## config.mk

```make
export PLATFORM = sky130hd
export DESIGN_NAME = slink_port
export DESIGN_NICKNAME = d
export VERILOG_FILES = /design/src/rtl/slink_pkg.sv /design/src/rtl/slink_tx_line.sv /design/src/rtl/slink_rx_line.sv /design/src/rtl/slink_rx_buf.sv /design/src/rtl/slink_msg.sv /design/src/rtl/slink_port.sv
export SDC_FILE = /design/constraint.sdc
export NUM_CORES = 1
export LEC_CHECK = 0
export ABC_CLOCK_PERIOD_IN_PS = 3000
export BUFFER_PORTS_ARGS = -buffer_cell sky130_fd_sc_hd__buf_2
export CORE_ASPECT_RATIO = 0.8
export CORE_UTILIZATION = 34
export CTS_BUF_LIST = sky130_fd_sc_hd__clkbuf_4 sky130_fd_sc_hd__clkbuf_8 sky130_fd_sc_hd__clkbuf_16
export DETAILED_ROUTE_END_ITERATION = 10
export PLACE_DENSITY_LB_ADDON = 0.25
export SYNTH_ARGS = -nofsm -noshare
export SYNTH_HDL_FRONTEND = slang
export SYNTH_SLANG_ARGS = --single-unit
```

## constraint.sdc

```tcl
create_clock -name clk -period 3 [get_ports clk]
set_input_delay 0.3 -clock clk [delete_from_list [all_inputs] [get_ports clk]]
set_output_delay 0.3 -clock clk [all_outputs]
set_load 0.02 [all_outputs]
```

## src/rtl/slink_pkg.sv

```systemverilog
package slink_pkg;

  typedef enum logic [1:0] {RX_IDLE, RX_TYPE, RX_DATA, RX_STOP} rx_state_e;
  typedef enum logic [1:0] {M_IDLE, M_FETCH, M_OFFER, M_WAIT} msg_state_e;

  // Bits in a data frame: start, type, payload, stop.
  function automatic int data_frame_bits(input int dw);
    return dw + 3;
  endfunction

  // Bits in an acknowledge frame: start, type.
  function automatic int ack_frame_bits();
    return 2;
  endfunction

  // True when the byte now being acknowledged is the last of the message.
  function automatic logic is_final_byte(input int unsigned remaining);
    return remaining == 1;
  endfunction

endpackage

```

## src/rtl/slink_tx_line.sv

```systemverilog
// Outgoing wire serializer: acknowledge frames win over data frames,
// and a frame in progress always runs to its end.
module slink_tx_line
  import slink_pkg::*;
#(
  parameter int DATA_W = 8
) (
  input  logic              clk,
  input  logic              rst_n,
  input  logic              bit_tick,
  input  logic              ack_req,
  input  logic              data_req,
  input  logic [DATA_W-1:0] data_byte,
  output logic              data_take,
  output logic              ack_start,
  output logic              line_out
);
  localparam int FRAME_W = data_frame_bits(DATA_W);
  localparam int LEFT_W  = $clog2(FRAME_W + 1);
  localparam logic [LEFT_W-1:0] DATA_LEFT = LEFT_W'(FRAME_W - 1);
  localparam logic [LEFT_W-1:0] ACK_LEFT  = LEFT_W'(ack_frame_bits() - 1);

  logic [FRAME_W-2:0] shift_q;
  logic [LEFT_W-1:0]  left_q;
  logic               ack_pend_q;
  logic               line_q;
  logic               idle;
  logic               ack_want;

  assign idle      = (left_q == '0);
  assign ack_want  = ack_pend_q || ack_req;
  assign ack_start = bit_tick && idle && ack_want;
  assign data_take = bit_tick && idle && !ack_want && data_req;
  assign line_out  = line_q;

  always_ff @(posedge clk or negedge rst_n) begin
    if (!rst_n) begin
      line_q     <= 1'b0;
      shift_q    <= '0;
      left_q     <= '0;
      ack_pend_q <= 1'b0;
    end else begin
      ack_pend_q <= ack_want && !ack_start;
      if (bit_tick) begin
        if (!idle) begin
          line_q  <= shift_q[0];
          shift_q <= {1'b0, shift_q[FRAME_W-2:1]};
          left_q  <= left_q - LEFT_W'(1);
        end else if (ack_start) begin
          line_q  <= 1'b1;
          shift_q <= '0;
          left_q  <= ACK_LEFT;
        end else if (data_take) begin
          line_q  <= 1'b1;
          shift_q <= {1'b0, data_byte, 1'b1};
          left_q  <= DATA_LEFT;
        end else begin
          line_q  <= 1'b0;
        end
      end
    end
  end
endmodule

```

## src/rtl/slink_rx_line.sv

```systemverilog
// Incoming wire deframer. The payload shift register doubles as the
// staging slot for a byte that cannot yet enter the sink buffer.
module slink_rx_line
  import slink_pkg::*;
#(
  parameter int DATA_W = 8
) (
  input  logic              clk,
  input  logic              rst_n,
  input  logic              bit_tick,
  input  logic              line_in,
  output logic              data_begin,
  output logic              ack_rx,
  output logic              byte_done,
  output logic [DATA_W-1:0] byte_q
);
  localparam int BIT_W = $clog2(DATA_W);
  localparam logic [BIT_W-1:0] LAST_BIT = BIT_W'(DATA_W - 1);

  rx_state_e         st_q;
  logic [BIT_W-1:0]  cnt_q;
  logic [DATA_W-1:0] sh_q;

  assign data_begin = bit_tick && (st_q == RX_TYPE) && line_in;
  assign ack_rx     = bit_tick && (st_q == RX_TYPE) && !line_in;
  assign byte_done  = bit_tick && (st_q == RX_STOP);
  assign byte_q     = sh_q;

  always_ff @(posedge clk or negedge rst_n) begin
    if (!rst_n) begin
      st_q  <= RX_IDLE;
      cnt_q <= '0;
      sh_q  <= '0;
    end else if (bit_tick) begin
      case (st_q)
        RX_IDLE: if (line_in) st_q <= RX_TYPE;
        RX_TYPE: begin
          st_q  <= line_in ? RX_DATA : RX_IDLE;
          cnt_q <= '0;
        end
        RX_DATA: begin
          sh_q  <= {line_in, sh_q[DATA_W-1:1]};
          cnt_q <= cnt_q + BIT_W'(1);
          if (cnt_q == LAST_BIT) st_q <= RX_STOP;
        end
        RX_STOP: st_q <= RX_IDLE;
        default: st_q <= RX_IDLE;
      endcase
    end
  end
endmodule

```

## src/rtl/slink_rx_buf.sv

```systemverilog
// One-byte sink buffer plus acknowledge credit: at most one acknowledged
// byte may be waiting for the sink.
module slink_rx_buf #(
  parameter int DATA_W = 8
) (
  input  logic              clk,
  input  logic              rst_n,
  input  logic              data_begin,
  input  logic              byte_done,
  input  logic [DATA_W-1:0] byte_in,
  input  logic              sink_ready,
  output logic              sink_valid,
  output logic [DATA_W-1:0] sink_data,
  output logic              ack_req,
  output logic              acked_held
);
  logic              owed_q, credit_q, staged_q, full_q;
  logic [DATA_W-1:0] data_q;
  logic              accept, move;

  assign accept     = full_q && sink_ready;
  assign ack_req    = (owed_q || data_begin) && (!credit_q || accept);
  assign move       = staged_q && (!full_q || accept);
  assign sink_valid = full_q;
  assign sink_data  = data_q;
  assign acked_held = credit_q;

  always_ff @(posedge clk or negedge rst_n) begin
    if (!rst_n) begin
      owed_q   <= 1'b0;
      credit_q <= 1'b0;
      staged_q <= 1'b0;
      full_q   <= 1'b0;
      data_q   <= '0;
    end else begin
      owed_q   <= (owed_q || data_begin) && !ack_req;
      credit_q <= ack_req ? 1'b1 : (accept ? 1'b0 : credit_q);
      staged_q <= (staged_q && !move) || byte_done;
      full_q   <= move ? 1'b1 : (accept ? 1'b0 : full_q);
      if (move) data_q <= byte_in;
    end
  end
endmodule

```

## src/rtl/slink_msg.sv

```systemverilog
// Message sequencer: one byte fetched, offered, then held until acknowledged.
module slink_msg
  import slink_pkg::*;
#(
  parameter int DATA_W = 8,
  parameter int CNT_W  = 16
) (
  input  logic              clk,
  input  logic              rst_n,
  input  logic              msg_start,
  input  logic [CNT_W-1:0]  msg_len,
  input  logic              src_valid,
  input  logic [DATA_W-1:0] src_data,
  input  logic              data_take,
  input  logic              ack_rx,
  output logic              src_ready,
  output logic              data_req,
  output logic [DATA_W-1:0] data_byte,
  output logic              msg_done
);
  msg_state_e        st_q;
  logic [CNT_W-1:0]  left_q;
  logic [DATA_W-1:0] byte_q;
  logic              done_q;

  assign src_ready = (st_q == M_FETCH);
  assign data_req  = (st_q == M_OFFER);
  assign data_byte = byte_q;
  assign msg_done  = done_q;

  always_ff @(posedge clk or negedge rst_n) begin
    if (!rst_n) begin
      st_q   <= M_IDLE;
      left_q <= '0;
      byte_q <= '0;
      done_q <= 1'b0;
    end else begin
      done_q <= 1'b0;
      case (st_q)
        M_IDLE: if (msg_start) begin
          if (msg_len == '0) done_q <= 1'b1;
          else begin
            left_q <= msg_len;
            st_q   <= M_FETCH;
          end
        end
        M_FETCH: if (src_valid) begin
          byte_q <= src_data;
          st_q   <= M_OFFER;
        end
        M_OFFER: if (data_take) st_q <= M_WAIT;
        M_WAIT: if (ack_rx) begin
          if (is_final_byte(int'(left_q))) begin
            done_q <= 1'b1;
            st_q   <= M_IDLE;
          end else begin
            left_q <= left_q - CNT_W'(1);
            st_q   <= M_FETCH;
          end
        end
        default: st_q <= M_IDLE;
      endcase
    end
  end
endmodule

```

## src/rtl/slink_port.sv

```systemverilog
module slink_port #(
  parameter int DATA_W = 8,
  parameter int CNT_W  = 16
) (
  input  logic              clk,
  input  logic              rst_n,
  input  logic              bit_tick,
  input  logic              line_in,
  output logic              line_out,
  input  logic              msg_start,
  input  logic [CNT_W-1:0]  msg_len,
  input  logic              src_valid,
  input  logic [DATA_W-1:0] src_data,
  output logic              src_ready,
  output logic              sink_valid,
  output logic [DATA_W-1:0] sink_data,
  input  logic              sink_ready,
  output logic              msg_done
);
  logic              data_take, ack_start, data_req;
  logic [DATA_W-1:0] data_byte;
  logic              data_begin, ack_rx, byte_done;
  logic [DATA_W-1:0] rx_byte;
  logic              ack_issue, acked_held;

  slink_tx_line #(.DATA_W(DATA_W)) u_tx (
    .clk(clk), .rst_n(rst_n), .bit_tick(bit_tick),
    .ack_req(ack_issue), .data_req(data_req), .data_byte(data_byte),
    .data_take(data_take), .ack_start(ack_start), .line_out(line_out)
  );

  slink_rx_line #(.DATA_W(DATA_W)) u_rx (
    .clk(clk), .rst_n(rst_n), .bit_tick(bit_tick), .line_in(line_in),
    .data_begin(data_begin), .ack_rx(ack_rx), .byte_done(byte_done),
    .byte_q(rx_byte)
  );

  slink_rx_buf #(.DATA_W(DATA_W)) u_buf (
    .clk(clk), .rst_n(rst_n), .data_begin(data_begin),
    .byte_done(byte_done), .byte_in(rx_byte), .sink_ready(sink_ready),
    .sink_valid(sink_valid), .sink_data(sink_data),
    .ack_req(ack_issue), .acked_held(acked_held)
  );

  slink_msg #(.DATA_W(DATA_W), .CNT_W(CNT_W)) u_msg (
    .clk(clk), .rst_n(rst_n), .msg_start(msg_start), .msg_len(msg_len),
    .src_valid(src_valid), .src_data(src_data), .data_take(data_take),
    .ack_rx(ack_rx), .src_ready(src_ready), .data_req(data_req),
    .data_byte(data_byte), .msg_done(msg_done)
  );
endmodule

```

==> results of run 1 <==
## sequential cells by signal (all words and copies together), names as in the netlist, named ones only
| register | count |
|---|---|
| u_buf.sink_data | 8 |
| u_rx.st_q | 1 |
| u_buf.staged_q | 1 |
| u_tx.shift_q | 9 |
| u_tx.left_q | 4 |
| u_tx.line_out | 1 |
| u_msg.data_byte | 8 |
| u_buf.owed_q | 1 |
| u_buf.sink_valid | 1 |
| u_rx.cnt_q | 3 |
| u_buf.acked_held | 1 |
| u_msg.left_q | 16 |
| u_msg.st_q | 2 |
| u_rx.byte_q | 8 |
| u_tx.ack_pend_q | 1 |
| u_msg.msg_done | 1 |
## metal layers
| metal | vias up | global-route usage | part of all wire |
|---|---|---|---|
| met5 | - | 0 | 0 |
| met4 | 0 | 0.05802 | 0.0065 |
| met3 | 7 | 0.03677 | 0.035 |
| met2 | 54 | 0.2446 | 0.47 |
| met1 | 1311 | 0.2083 | 0.49 |
| li1 | 1352 | - | - |
## cell usage in the layout (no fill, tap or decap), types with 4 or more instances in the layout
cell type / synthesis / final
nand3_1: 4 / 4
nand2b_1: 6 / 6
a211o_1: 4 / 4
nor2_1: 17 / 17
mux2_2: 25 / 25
ha_1: 16 / 16
buf_4: 2 / 7
clkbuf_16: 0 / 9
nand2_1: 42 / 42
a22oi_1: 8 / 8
nor3_1: 14 / 14
inv_1: 17 / 17
buf_2: 6 / 42
o21ai_0: 19 / 19
dfrtp_1: 67 / 67
a2bb2oi_1: 4 / 4
a21oi_1: 12 / 12
nor4b_1: 4 / 4
nor4_1: 4 / 4
o22ai_1: 4 / 4
## through the flow
step / std cells / cell area, um2 / setup WS [ns] / hold slack [ns] / power, W
6_report: 534 / 4277 / 0.3428 / 0.1979 / 0.004339
2_1_floorplan: 342 / 3573 / 1.032 / 0.004409 / 0.002793
5_1_grt: 534 / 4277 / 0.1076 / 0.1986 / 0.004660
3_3_place_gp: 517 / 3944 / 0.3518 / 0.3399 / 0.003161
3_5_place_dp: 517 / 3944 / 0.3293 / 0.3435 / 0.003214
4_1_cts: 534 / 4277 / 0.3139 / 0.1895 / 0.004389
## cell families after synthesis
| group | share of synthesized area |
|---|---|
| mux | 0.07878 |
| flops | 0.4692 |
| simple gates | 0.1684 |
| buf+inv | 0.03676 |
| compound gates | 0.1908 |
| fa+ha+maj | 0.05602 |
## timing repair
action	in CTS	in global routing
hold endpoints to repair	23	0
hold buffers	1	0
endpoints found under the setup margin	0	0
## critical path: cells and delay by family, from the launching register on
kind                       cells  cell delay, ns
AOI/OAI and AO/OA              1            0.17
adders and majority gates      1            0.21
buffers and inverters          1            0.15
DFF                            1            0.40
and+or+nand+nor                4            1.58
## power breakdown
| part | internal (W) | switching [W] |
|---|---|---|
| Combinational | 0.000714 | 0.000888 |
| Sequential | 0.00126 | 0.000338 |
| Clock | 0.000738 | 0.000401 |
| Total | 0.00271 | 0.00163 |
## final cells by class
cell class	instances	area [um2]	area share
Multi-Input combinational cell	244	1765	0.4128
Sequential cell	67	1677	0.3920
Timing Repair Buffer	50	272.8	0.06378
Clock buffer	10	232.7	0.05442
Tap cell	140	175.2	0.04096
Clock inverter	6	90.09	0.02106
Inverter	17	63.81	0.01492
## worst max-delay path by stage
stage                                          from                            to  slack (ns)  cells past startpoint
after floorplan           u_msg.st_q[0]$_DFFE_PN0P_   u_msg.left_q[2]$_DFFE_PN0P_        1.03                      8
after global placement    u_msg.st_q[0]$_DFFE_PN0P_   u_msg.left_q[8]$_DFFE_PN0P_        0.35                      7
after detailed placement  u_msg.st_q[0]$_DFFE_PN0P_  u_msg.left_q[14]$_DFFE_PN0P_        0.33                      7
after CTS                 u_msg.st_q[0]$_DFFE_PN0P_   u_msg.left_q[8]$_DFFE_PN0P_        0.31                      7
after global routing      u_msg.st_q[0]$_DFFE_PN0P_   u_msg.left_q[8]$_DFFE_PN0P_        0.11                      7
final                     u_msg.st_q[0]$_DFFE_PN0P_   u_msg.left_q[8]$_DFFE_PN0P_        0.34                      7
==> flow_summary.yaml, run 1 <==
synthesis:
  synthCells: 342
  yosysTopAreaCell: "dfrtp_1"
  ys_ff_latch: 67
  seq_area_frac_synth: 0.4692
  yosysMostFrequentCell: "dfrtp_1"
  avgSynthCellArea_um2: 10.45
  synthTopCellsByCount: "dfrtp_1 (67), nand2_1 (42), mux2_2 (25)"
  synth_area_leaders: "dfrtp_1 (47%), mux2_2 (7.9%), ha_1 (5.6%)"
  synth_cell_type_count: 61
  synthArstFlopShare: 1.000
  synth.cell_area_um2: 3573
  yosysTopAreaCellShare: 0.4692
  yosys_warnings: 0
  synth_edf_count: 0
  syn_nets: 389
  synthFlopType: "dfrtp_1"
detailed_routing:
  drtIter0Drc: 138
  first_pass_iters: 5
  finalWirelength_mm: 7.903
  via_per_inst: 5.101
  wl_per_cell_um: 14.80
  drtAntennaViolNets: 0
  drc: 0
  num_vias: 2724
critical_path:
  crit_chain: "inv_1, ha_1, nor4b_1, nand4_1, nor4_4, or2_1, o21ai_0"
  r2r-end: "u_msg.left_q[8]$_DFFE_PN0P_"
  cp_slowest_cell: "nor4_4"
  critPathMaxStageDelay_ns: 0.54
  cp_max_fo: 12
  r2r_start: "u_msg.st_q[0]$_DFFE_PN0P_"
  endpoint_kind: "flop"
  critical_path_arrival_ns: 2.85
  r2r_slack_ns: 0.34
  reg2reg_depth: 7
  cp-start-kind: "flop"
  crit_type: "reg -> reg"
  worstPathRequired_ns: 3.19
clock_tree:
  post_cts_resized: 0
  cts_made_buffers: 9
  clk_latency_ns: 0.33
  post-cts-setup-buffer-count: 0
  root_buffer: "clkbuf_16"
  tritoncts: "built"
  cts_sinks: 67
  clkTransAtPathRegs_ns: 0.06
  cts_buffer_depth: 2
  htreeDepth: 3
outcome:
  status: "complete, no violations"
grt:
  grt_overflow: 0
  antenna_found_initial: 0
  grt_max_degree: 37
  grt_pass1_wl_mm: 13.19
  first_global_vias: 2681
  track_usage: 0.1559
sta:
  period_share: 0.8857
  max_slew_margin: 0.5471
  tns_ns: 0
  rsz0062_at_grt: "no"
  setup_viol: 0
  min_period_ns: 2.657
  clock_skew_ns: 0.008156
  slew_violations: 0
  hold_violations: 0
  tightest_slew_ns: 0.6743
  fmax_mhz: 376.3
floorplan:
  die_h_um: 93.70
  core_um2: 10240
  initial_core_util: 0.3490
  row_count: 33
  die_w_um: 116.6
  ios: 43
  dieArea_um2: 10930
finish:
  area_growth_pct: 19.68
  final_util: 0.4176
  n_antenna_cell: 0
  nFillCells: 1036
  drive_gt1_frac: 0.2741
  nets: 436
worst_hold_path:
  min_to: "u_msg.data_byte[4]$_DFFE_PN0P_"
  hold_path.startpoint: "src_data[4]"
  min_path_type: "in -> reg"
  hold_depth: 2
place:
  hpwl_mm: 5.658
  place_congestion: 0.7748
  io_buffers: 42
flow_run:
  maxCapViolCount: 0
power_and_ir_drop:
  pwr_density_cell_nw_per_um2: 1015
  vdd.ir_drop.worst_uv: 322.7
  p_leak_nw: 1.901
(Power assumes the default switching activity.)
==> run 2, diff against run 1 <==
--- a/config.mk
+++ b/config.mk
@@ -5,7 +5,7 @@
 export SDC_FILE = /design/constraint.sdc
 export NUM_CORES = 1
 export LEC_CHECK = 0
-export ABC_CLOCK_PERIOD_IN_PS = 3000
+export ABC_CLOCK_PERIOD_IN_PS = 3100
 export BUFFER_PORTS_ARGS = -buffer_cell sky130_fd_sc_hd__buf_2
 export CORE_ASPECT_RATIO = 0.8
 export CORE_UTILIZATION = 34
==> constraint.sdc (replaced) <==
create_clock -name clk -period 3.1 [get_ports clk]
set_input_delay 0.31 -clock clk [delete_from_list [all_inputs] [get_ports clk]]
set_output_delay 0.31 -clock clk [all_outputs]
set_load 0.02 [all_outputs]
==> flow_summary.yaml, run 2 (synthesis gave the netlist of run 1 again) <==
grt:
  grt_overflow: 0
  grt_pass1_wl_mm: 13.32
  track_usage: 0.1576
  grt_max_degree: 34
  antenna_found_initial: 0
  first_global_vias: 2743
finish:
  drive_gt1_frac: 0.2711
  layout.area.seq_um2: 1677
  largest_register: "u_msg.left_q"
  multi_input_area_um2: 1765
  area_growth_pct: 19.68
  mostFrequentLayoutCell: "dfrtp_1"
  nets: 434
  n_antenna_cell: 0
  stdcell_count: 531
  nFillCells: 1026
  final_cell_mix: "dfrtp_1 (67), nand2_1 (42), buf_2 (42), mux2_2 (25), o21ai_0 (19)"
  reg_top3: "u_msg.left_q (16), u_tx.shift_q (9)"
  largest_reg_flops: 16
sta:
  hold_violations: 0
  tightest_slew_ns: 0.7852
  slew_violations: 0
  min_period_ns: 2.388
  period_share: 0.7704
  fmax_mhz: 418.7
  rsz0062_at_grt: "no"
  max_slew_margin: 0.4765
  fin_hold_ws_ns: 0.06869
  setup_viol: 0
  clock_skew_ns: 0.008214
  tns_ns: 0
  setup_ws_ns: 0.7117
critical_path:
  endpoint_kind: "flop"
  cp_max_fo: 15
  reg2reg_depth: 8
  worstPathRequired_ns: 3.28
  worstSetupEndpoint: "u_msg.left_q[8]$_DFFE_PN0P_"
  r2r_start: "u_msg.st_q[0]$_DFFE_PN0P_"
  cp-start-kind: "flop"
  crit_type: "reg -> reg"
  r2r_slack_ns: 0.71
  critical_path_arrival_ns: 2.57
  crit_start: "u_msg.st_q[0]$_DFFE_PN0P_"
  r2r-end: "u_msg.left_q[8]$_DFFE_PN0P_"
flow_run:
  maxCapViolCount: 0
detailed_routing:
  wl_per_cell_um: 14.45
  finalWirelength_mm: 7.673
  drtAntennaViolNets: 0
  via_per_inst: 5.107
  drtIter0Drc: 169
  num_vias: 2712
  drc: 0
  first_pass_iters: 4
power_and_ir_drop:
  p_leak_nw: 1.897
  vdd.ir_drop.worst_uv: 327.3
  pwr_density_cell_nw_per_um2: 992.8
  total_power_w: 0.004246
clock_tree:
  tritoncts: "built"
  post_cts_resized: 0
  root_buffer: "clkbuf_16"
  cts_sinks: 67
  holdBufCountCts: 0
  htreeDepth: 3
  clkTransAtPathRegs_ns: 0.06
  clk_latency_ns: 0.32
  post-cts-setup-buffer-count: 0
  cts_buffer_depth: 2
  cts_made_buffers: 9
floorplan:
  row_count: 33
  dieArea_um2: 10930
  ios: 43
  initial_core_util: 0.3490
  die_w_um: 116.6
  die_h_um: 93.70
  core_um2: 10240
place:
  hpwl_mm: 5.470
  pre_cts_slack_ns: 0.7261
  io_buffers: 42
  place_congestion: 0.8055
  place_inst: 516
worst_hold_path:
  min_path_type: "in -> async"
outcome:
  status: "complete, no violations"
-- run 2: power by group --
part | switching (W) | total (W) | leakage, nW | internal (W)
clock | 0.000374 | 0.00116 | 0.162 | 0.000783
combinational | 0.000861 | 0.00155 | 0.899 | 0.000692
sequential | 0.000316 | 0.00154 | 0.836 | 0.00122
-- run 2: layer usage --
layer | global-route usage | vias to the layer above | routed length [um]
met5 | 0 | - | 0
met4 | 0.03481 | 0 | 42
met3 | 0.04065 | 2 | 265
met2 | 0.2505 | 43 | 3557
met1 | 0.2148 | 1323 | 3809
li1 | - | 1344 | -
-- run 2: per-stage QoR --
step	area, um2	util
finish	4277	0.4176
global route	4277	0.4176
CTS	4277	0.4176
detailed placement	3936	0.3844
global placement	3936	0.3844
floorplan	3573	-
-- run 2: worst min-delay path by stage --
stage | startpoint | endpoint
after floorplan | rst_n | asynchronous set/reset pin
after global placement | rst_n | u_buf.sink_data[2]$_DFFE_PN0P_
after detailed placement | rst_n | u_buf.sink_data[2]$_DFFE_PN0P_
after CTS | rst_n | u_msg.left_q[10]$_DFFE_PN0P_
after global routing | rst_n | u_rx.byte_q[2]$_DFFE_PN0P_
final | rst_n | u_buf.sink_data[3]$_DFFE_PN0P_
-- run 2: final cells by class --
| cell class | count | share of cell area |
|---|---|---|
| Sequential cell | 67 | 0.3920 |
| Inverter | 17 | 0.01492 |
| Clock inverter | 6 | 0.02692 |
| Multi-Input combinational cell | 244 | 0.4128 |
| Tap cell | 140 | 0.04096 |
| Timing Repair Buffer | 48 | 0.05968 |
| Clock buffer | 9 | 0.05266 |
-- run 2: worst max-delay path, cell delays in order (launching register included) --
cell and delay (ns):
dfrtp_1 0.40, inv_1 0.15, ha_1 0.21, nor4b_1 0.23
nand4_1 0.19, nor4_4 0.20, buf_4 0.25, or2_1 0.46
o21ai_0 0.16
==> run 3, diff against run 2 <==
--- a/config.mk
+++ b/config.mk
@@ -5,7 +5,7 @@
 export SDC_FILE = /design/constraint.sdc
 export NUM_CORES = 1
 export LEC_CHECK = 0
-export ABC_CLOCK_PERIOD_IN_PS = 3100
+export ABC_CLOCK_PERIOD_IN_PS = 2380
 export BUFFER_PORTS_ARGS = -buffer_cell sky130_fd_sc_hd__buf_2
 export CORE_ASPECT_RATIO = 0.8
 export CORE_UTILIZATION = 34
==> constraint.sdc (replaced) <==
create_clock -name clk -period 2.38 [get_ports clk]
set_input_delay 0.238 -clock clk [delete_from_list [all_inputs] [get_ports clk]]
set_output_delay 0.238 -clock clk [all_outputs]
set_load 0.02 [all_outputs]
==> flow_summary.yaml, run 3 (synthesis gave the netlist of run 1 again) <==
critical_path:
  worstPathRequired_ns: 2.57
  cp_max_fo: 14
  cp-start-kind: "flop"
  cp_slowest_cell: "dfrtp_1"
  reg2reg_depth: 9
  r2r_start: "u_msg.st_q[0]$_DFFE_PN0P_"
  crit_type: "reg -> reg"
  endpoint_kind: "flop"
  r2r_slack_ns: 0.23
  critPathBufInv: 3
  critical_path_arrival_ns: 2.34
  crit_chain: "inv_1, ha_1, nor4b_2, nand4_1, nor4_4, buf_6, or2_1, buf_4, o211ai_1"
  critical_path.top_delay_family: "simple AND/OR/NAND/NOR gates"
  r2r-end: "u_msg.left_q[14]$_DFFE_PN0P_"
  critPathMaxStageDelay_ns: 0.39
sta:
  min_period_ns: 2.153
  setup_viol: 0
  setup_ws_ns: 0.2270
  slew_violations: 0
  max_slew_margin: 0.6459
  clock_skew_ns: 0.002440
  fmax_mhz: 464.5
  tightest_slew_ns: 0.5311
  period_share: 0.9046
  tns_ns: 0
  fin_hold_ws_ns: 0.1392
  hold_violations: 0
  rsz0062_at_grt: "no"
power_and_ir_drop:
  pwr_density_cell_nw_per_um2: 1238
  p_leak_nw: 1.914
  vdd.ir_drop.worst_uv: 408.1
detailed_routing:
  drtIter0Drc: 126
  num_vias: 2736
  wl_per_cell_um: 14.49
  via_per_inst: 5.067
  first_pass_iters: 6
  drc: 0
  drtAntennaViolNets: 0
  finalWirelength_mm: 7.827
clock_tree:
  cts_made_buffers: 9
  clkTransAtPathRegs_ns: 0.05
  post-cts-setup-buffer-count: 0
  clk_latency_ns: 0.33
  cts_buffer_depth: 2
  htreeDepth: 3
  root_buffer: "clkbuf_16"
  cts_sinks: 67
  tritoncts: "built"
worst_hold_path:
  min_to: "u_msg.data_byte[0]$_DFFE_PN0P_"
  min_path_type: "in -> reg"
  hold_depth: 2
  hold_path.startpoint: "src_data[0]"
place:
  hpwl_mm: 5.697
  pre_cts_slack_ns: 0.06526
  place_inst: 523
  io_buffers: 42
  place_congestion: 0.7893
grt:
  grt_pass1_wl_mm: 13.17
  track_usage: 0.1570
  grt_overflow: 0
  first_global_vias: 2740
  grt_max_degree: 48
  antenna_found_initial: 0
outcome:
  status: "complete, no violations"
flow_run:
  maxCapViolCount: 0
finish:
  mostFrequentLayoutCell: "dfrtp_1"
  largest_register: "u_msg.left_q"
  n_antenna_cell: 0
  final_cell_mix: "dfrtp_1 (67), nand2_1 (42), buf_2 (42), mux2_2 (25), o21ai_0 (19)"
  nets: 442
  nFillCells: 1015
  reg_top3: "u_msg.left_q (16), u_tx.shift_q (9)"
  area_growth_pct: 20.10
  stdcell_count: 540
  largest_reg_flops: 16
  drive_gt1_frac: 0.2875
floorplan:
  core_um2: 10240
  dieArea_um2: 10930
  ios: 43
  initial_core_util: 0.3490
  die_h_um: 93.70
  die_w_um: 116.6
  row_count: 33
[run 3: cell type report]
| class | count | area, um2 | area share |
|---|---|---|---|
| Multi-Input combinational cell | 244 | 1772 | 0.4128 |
| Sequential cell | 67 | 1677 | 0.3907 |
| Timing Repair Buffer | 56 | 334.1 | 0.07784 |
| Clock buffer | 9 | 225.2 | 0.05248 |
| Tap cell | 140 | 175.2 | 0.04082 |
| Inverter | 17 | 63.81 | 0.01487 |
| Clock inverter | 7 | 45.04 | 0.01050 |
[run 3: routing by layer]
| layer | global-route usage | up-vias | share of wire |
|---|---|---|---|
| met5 | 0 | - | 0 |
| met3 | 0.04065 | 9 | 0.025 |
| li1 | - | 1373 | - |
| met2 | 0.2293 | 34 | 0.45 |
| met1 | 0.2180 | 1320 | 0.51 |
| met4 | 0.06751 | 0 | 0.016 |
[run 3: where the power goes]
group	switching (W)	internal, W
Sequential	0.000408	0.00159
Combinational	0.00115	0.000978
Clock	0.000487	0.000699
[run 3: metrics by stage]
| stage | area, um2 | utilization | power [W] |
|---|---|---|---|
| 3_3_place_gp | 4001 | 0.3908 | 0.004089 |
| 6_report | 4292 | 0.4191 | 0.005313 |
| 3_5_place_dp | 4001 | 0.3908 | 0.004150 |
| 5_1_grt | 4292 | 0.4191 | 0.005737 |
| 2_1_floorplan | 3573 | - | 0.003520 |
| 4_1_cts | 4282 | 0.4181 | 0.005364 |
[run 3: how the worst max path moves through the flow]
stage,from,to,cells after the start,slack (ns)
floorplan,u_msg.st_q[0]$_DFFE_PN0P_,u_msg.left_q[2]$_DFFE_PN0P_,8,0.41
global placement,u_msg.st_q[0]$_DFFE_PN0P_,u_msg.left_q[11]$_DFFE_PN0P_,9,0.09
detailed placement,u_msg.st_q[0]$_DFFE_PN0P_,u_msg.left_q[14]$_DFFE_PN0P_,9,0.07
CTS,u_msg.st_q[0]$_DFFE_PN0P_,u_msg.left_q[14]$_DFFE_PN0P_,9,0.05
global route,u_msg.st_q[0]$_DFFE_PN0P_,u_msg.left_q[14]$_DFFE_PN0P_,9,0.02
finish,u_msg.st_q[0]$_DFFE_PN0P_,u_msg.left_q[14]$_DFFE_PN0P_,9,0.23
[run 3: timing repair]
action,CTS,global route
gates resized for setup,0,2
hold buffers,1,0
hold endpoints to repair,20,0
endpoints found under the setup margin,0,13
